[config.mk]
export PLATFORM = sky130hd
export DESIGN_NAME = rate_strobe_gen
export DESIGN_NICKNAME = d
export VERILOG_FILES = /design/src/rtl/rsg_pkg.sv /design/src/rtl/rsg_counter.sv /design/src/rtl/rsg_edge.sv /design/src/rtl/rate_strobe_gen.sv
export SDC_FILE = /design/constraint.sdc
export NUM_CORES = 1
export LEC_CHECK = 0
export BUFFER_PORTS_ARGS = -buffer_cell sky130_fd_sc_hd__buf_4
export CORE_AREA = 8 8 45 47
export DETAILED_ROUTE_END_ITERATION = 8
export DIE_AREA = 0 0 53 55
export PLACE_DENSITY = 0.41
export SYNTH_ARGS = -nofsm -noshare
export SYNTH_HDL_FRONTEND = slang
export SYNTH_SLANG_ARGS = --single-unit
[constraint.sdc]
create_clock -name clk_i -period 3.25 [get_ports clk_i]
set_input_delay 0.325 -clock clk_i [delete_from_list [all_inputs] [get_ports clk_i]]
set_output_delay 0.325 -clock clk_i [all_outputs]
set_load 0.01 [all_outputs]
[src/rtl/rsg_pkg.sv]
package rsg_pkg;

  localparam int DEF_CNT_W  = 3;
  localparam int DEF_STRB_N = 3;

  // Number of clocks between strobes of bit k when the counter runs full range.
  function automatic int strobe_period(input int k);
    return 1 << (k + 1);
  endfunction

endpackage

[src/rtl/rsg_counter.sv]
module rsg_counter #(
  parameter int CNT_W = rsg_pkg::DEF_CNT_W
) (
  input  logic             clk_i,
  input  logic             rst_i,
  input  logic [CNT_W-1:0] term_i,
  output logic [CNT_W-1:0] cnt_o
);

  logic [CNT_W-1:0] cnt_q;

  // Using >= rather than == lets a lowered terminal value pull the count back at once.
  always_ff @(posedge clk_i) begin
    if (rst_i) begin
      cnt_q <= '0;
    end else if (cnt_q >= term_i) begin
      cnt_q <= '0;
    end else begin
      cnt_q <= cnt_q + 1'b1;
    end
  end

  assign cnt_o = cnt_q;

endmodule

[src/rtl/rsg_edge.sv]
module rsg_edge (
  input  logic clk_i,
  input  logic rst_i,
  input  logic lvl_i,
  output logic pulse_o
);

  logic prev_q;
  logic pulse_q;

  always_ff @(posedge clk_i) begin
    if (rst_i) begin
      prev_q  <= 1'b0;
      pulse_q <= 1'b0;
    end else begin
      prev_q  <= lvl_i;
      pulse_q <= lvl_i & ~prev_q;
    end
  end

  assign pulse_o = pulse_q;

endmodule

[src/rtl/rate_strobe_gen.sv]
module rate_strobe_gen #(
  parameter int CNT_W  = rsg_pkg::DEF_CNT_W,
  parameter int STRB_N = rsg_pkg::DEF_STRB_N
) (
  input  logic              clk_i,
  input  logic              rst_i,
  input  logic [CNT_W-1:0]  term_i,
  output logic [STRB_N-1:0] strb_o
);

  localparam int N_USED = (STRB_N < CNT_W) ? STRB_N : CNT_W;

  logic [CNT_W-1:0] cnt_w;

  rsg_counter #(.CNT_W(CNT_W)) u_cnt (
    .clk_i  (clk_i),
    .rst_i  (rst_i),
    .term_i (term_i),
    .cnt_o  (cnt_w)
  );

  for (genvar k = 0; k < STRB_N; k++) begin : g_strb
    if (k < N_USED) begin : g_live
      rsg_edge u_edge (
        .clk_i   (clk_i),
        .rst_i   (rst_i),
        .lvl_i   (cnt_w[k]),
        .pulse_o (strb_o[k])
      );
    end else begin : g_tie
      assign strb_o[k] = 1'b0;
    end
  end

endmodule

# Word-level counts from Yosys, hierarchy flattened
# Cells that the tools add are included.
# op_classes
n_addsub	1
order_cmp	1
n_bitwise	6
reduce_logical	1
# ops
operator	count
$add A3 B1 Y3 const B	1
$and A1 B1 Y1	3
$ge A3 B3 Y1	1
$not A1 Y1	3
$reduce_or A2 Y1	1
# word_totals
regBits	9
input_bits	5
output_inout_bits	3
wordCells	16

# Logic depth before layout (Yosys ltp)
# logic_depth
word_depth	2
depth_mapped	4
ltp_nobuf	4

# Modules after synthesis
# From an unflattened synthesis, not the netlist that was laid out.
# unflattened
cells_unflattened	29
hier_area_um2	351.6
# modules_own_cells
mod	instances	cells_per_inst	area_per_inst_um2	seq_area_each_um2
rsg_edge	3	4	58.8	40.0
rsg_counter	1	17	175.2	60.1

# Least setup slack after synthesis
# OpenSTA, ideal clock, no wires.
# synth_timing
kind	input to register
start	input term_i[2]
end	register u_cnt.cnt_q[0] (netlist: u_cnt.cnt_o[0])
setup_ns	0.091
t_arrival_ns	1.162
required_ns	3.159
slack_ns	1.997
path_stages	4
path_buffers	0
cell_sequence	inv_1 > ha_1 > a211o_1 > a311oi_1
# synth_via
elab_chain_cells	2
# synth_rtl
element	line	text
start: declaration	rate_strobe_gen.sv:7	input logic [CNT_W-1:0] term_i,
$ge A3 B3 Y1	rsg_counter.sv:16	end else if (cnt_q >= term_i) begin
$reduce_or A2 Y1 (no source line)	--	
end signal: assignment	rsg_counter.sv:19	cnt_q <= cnt_q + 1'b1;
end: declaration	rsg_counter.sv:10	logic [CNT_W-1:0] cnt_q;
# No other way between the ends.
# A chain may end at the register's enable or synchronous reset.

# Worst setup path in the final report
# layout_timing
start	register u_cnt.cnt_q[2] (netlist: u_cnt.cnt_o[2])
end	register u_cnt.cnt_q[0] (netlist: u_cnt.cnt_o[0])
# layout_via
elab_chain_cells	2
# layout_rtl
element	line
$ge A3 B3 Y1	rsg_counter.sv:16
$reduce_or A2 Y1 (no source line)	--
# No other way between the ends.

==> impl.org <==
** Placement
- Total of buffers placed on input and output ports :: 7
- Before CTS, the worst setup slack after placement is 1.817 ns.
- Summed over all nets, the half-perimeter wirelength after detailed placement is 451.2 um.
- At the end of routability-driven placement, the weighted congestion stood at 0.6586.
- The number of placed instances, taps included, is 52.

** Worst setup path
- Crit. Startpoint :: u_cnt.cnt_o[2]$_SDFF_PP0_
- Arrival time worst endpoint :: 1.50 ns
- Crit. End Element :: flop
- At the worst endpoint, the required time is 3.41 ns.
- Along the worst path, the maximum fanout reaches 4.
- Type of the worst setup path :: reg -> reg
- Startpoint of the worst-slack reg-to-reg timing path :: u_cnt.cnt_o[2]$_SDFF_PP0_
- Critical path startpoint category :: flop

** Clock network
- In this run the post-CTS setup repair buffer count came out at 0.
- Clock latency of the later-clocked register in the worst-skew pair :: 0.26 ns
- CTS resizes :: 0
- CTS saw 9 sinks.
- The root buffer cell chosen for the clock tree is clkbuf_4.
- CTS H-Tree Depth :: 1
- After clock tree synthesis, the clock-pin slew on the worst setup and hold paths is 0.07 ns.
- Total clock buffers created by CTS :: 3
- TritonCTS built the clock tree.
- Number of buffers between clock root and the deepest sink :: 2
- Number of buffers added to fix hold violations after cts :: 0

** Drt
- The routed design has 560 um of wire.
- Dividing the detail-routed via count by the number of cells gives 4.161.
- Via count :: 233
- After the first detailed-routing iteration, the DRC count stood at 1.
- 1st-pass router iterations :: 2
- For this run, design rule violations remaining after detail routing come to 0.
- Once detail routing completed, the nets flagged for antenna violations numbered 0.
- After detailed routing, the average wire length per cell comes to 10.00 um.

** STA
- Final setup violation count :: 0
- The worst pin sits at a relative slew slack of 84.18%.
- Number of slew-limit violations in the final report :: 0
- Sum of negative setup slack :: 0 ns
- Across all setup checks in the final design, the least slack found is 1.917 ns.
- Final Hold Vio Count :: 0
- Setup repair after global routing missed its margin :: false
- Final worst-path cycle share :: 41.01%
- Post-Route Skew :: 0.005880 ns
- At the pin with the least slew margin, the transition time is 0.2357 ns.
- Static timing analysis puts the maximum clock frequency at 750.3 MHz.
- After layout, the minimum clock period comes to 1.333 ns.

** Synthesis
- Share of synthesized registers carrying an async set or reset :: 0%
- Cell Area, Synth :: 356.6 um2
- Sequential-to-total area share from yosys stat :: 50.53%
- Warnings from Yosys :: 0
- Cell type contributing the most total cell area after synthesis :: dfxtp_1
- Leading post-synthesis cells by instance count :: dfxtp_1 (9), ha_1 (4), inv_1 (4), a311oi_1 (3), buf_4 (3)
- After synthesis the netlist holds a flip-flop and latch count of 9.
- Synthesis handed over a netlist of 32 instances.
- Number of enable-type register cells in the synthesized netlist :: 0
- Averaged over all synthesized cells, the footprint is 11.14 um2.
- Of the post-synthesis cell area, the dominant cell type holds 50.53%.
- Post-Syn Nets :: 41
- The netlist uses 12 different library cells.
- Yosys attributes the largest share of cell area to dfxtp_1 (51%), ha_1 (14%), a311oi_1 (7.4%).
- By instance count, the leading cell after synthesis is dfxtp_1.
- Most used DFF post-synth :: dfxtp_1

** Run
- The tool flagged a number of max-cap violations equal to 0.

** Pwr
- Across the VDD grid, the largest voltage drop is 0.1397 mV.
- Post-layout power :: 0.2561 mW
- Dividing total power by cell area gives a power density of 589.8 nW/um2.
- Cell leakage power :: 0.2111 nW

** Outcome
- The flow ran to the end, and the final reports show no timing, DRC or antenna violations.

** Floorplan
- Number of top-level pins :: 8
- Measured along the x axis, the die boundary spans 53 um.
- Total core area :: 1384 um2
- The die is 55 um tall.
- Starting density of the core :: 25.77%
- Row generation in the floorplan step produced 14 rows.
- The die covers 2915 um2.

** Finish
- Compared with the post-synthesis result, the final layout area differs by 21.75%.
- The number of antenna diodes in the final layout is 0.
- In the final design database the tool counted 50 nets.
- For this run, the share of the core covered by cells in the final layout is 31.37%.
- Proportion of layout cells with a drive suffix above 1 :: 32.50%
- The finished layout holds 56 standard cells, fillers aside.

** Hold path
- Critical hold path startpoint :: rst_i
- Type of the tightest min-delay check :: in -> reg

** Global route
- Largest net degree at the start of global routing :: 7
- First-pass GRT wire length :: 897 um
- Grt ovf :: 0
- In the global route stage, overall resource usage came out at 4.989%.
- Vias in the first global route :: 234
- The number of antenna violations at the first check in global routing is 0.
cell usage in the layout, fill, tap and decap left out:
cell type / synthesis / routed
buf_4: 3 / 7
clkinv_2: 0 / 1
nand2b_1: 1 / 1
a311oi_1: 3 / 3
and2b_2: 2 / 2
nor2_1: 1 / 1
a211o_1: 1 / 1
ha_1: 4 / 4
nor2b_1: 2 / 2
xnor2_1: 1 / 1
nor3_1: 1 / 1
dfxtp_1: 9 / 9
inv_1: 4 / 4
clkbuf_4: 0 / 3
power breakdown:
part	switching (mW)	total [mW]	internal [mW]
clock	0.0394	0.0848	0.0453
combinational	0.0200	0.0420	0.0221
sequential	0.00652	0.129	0.123
total	0.0659	0.256	0.190
layer usage:
layer / GRT usage (%) / up-vias / wire length (um)
met5: 0 / - / 0
met4: 11.64 / 0 / 27
met3: 0.8021 / 2 / 26
met2: 6.445 / 6 / 268
met1: 4.294 / 104 / 238
li1: - / 121 / -
area by class of cell:
type | instances | area (um2)
Tap cell | 16 | 20.02
Sequential cell | 9 | 180.2
Clock inverter | 1 | 5.005
Multi-Input combinational cell | 16 | 138.9
Inverter | 4 | 15.01
Fill cell | 148 | 949.7
Timing Repair Buffer | 7 | 52.55
Clock buffer | 3 | 22.52
worst paths after layout:
check | cells after the start | slack (ns) | to
worst max-delay path | 3 | 1.92 | u_cnt.cnt_o[0]$_SDFF_PP0_
worst min-delay path | 2 | 0.25 | g_strb[0].g_live.u_edge.prev_q$_SDFF_PP0_
worst max register to register | 3 | 1.92 | u_cnt.cnt_o[0]$_SDFF_PP0_
worst min register to register | 1 | 0.38 | g_strb[1].g_live.u_edge.pulse_o$_SDFF_PP0_
through the flow:
step | hold WS, ns | area [um2]
floorplan | 0.3673 | 356.6
global placement | 0.3745 | 406.6
detailed placement | 0.3762 | 406.6
CTS | 0.2338 | 434.2
global route | 0.2313 | 434.2
finish | 0.2467 | 434.2
sequential cells by signal, summed over array words and instances, names as in the netlist:
signal and flops:
u_cnt.cnt_o 3, g_strb.g_live.u_edge.prev_q 3, g_strb.g_live.u_edge.pulse_o 3
logic make-up after synthesis:
| family | count (synthesis) | share of synthesized area [%] |
|---|---|---|
| fa+ha+maj | 4 | 14.04 |
| compound gates | 4 | 9.826 |
| buf+inv | 7 | 10.52 |
| xor+xnor | 1 | 2.457 |
| flops | 9 | 50.53 |
| simple gates | 7 | 12.63 |
worst max-delay path: stages, from the launching register on:
cell      delay [ns]
dfxtp_1         0.34
ha_1            0.33
a211o_1         0.30
a311oi_1        0.27
No activity file was read; power rests on OpenSTA's default activity.
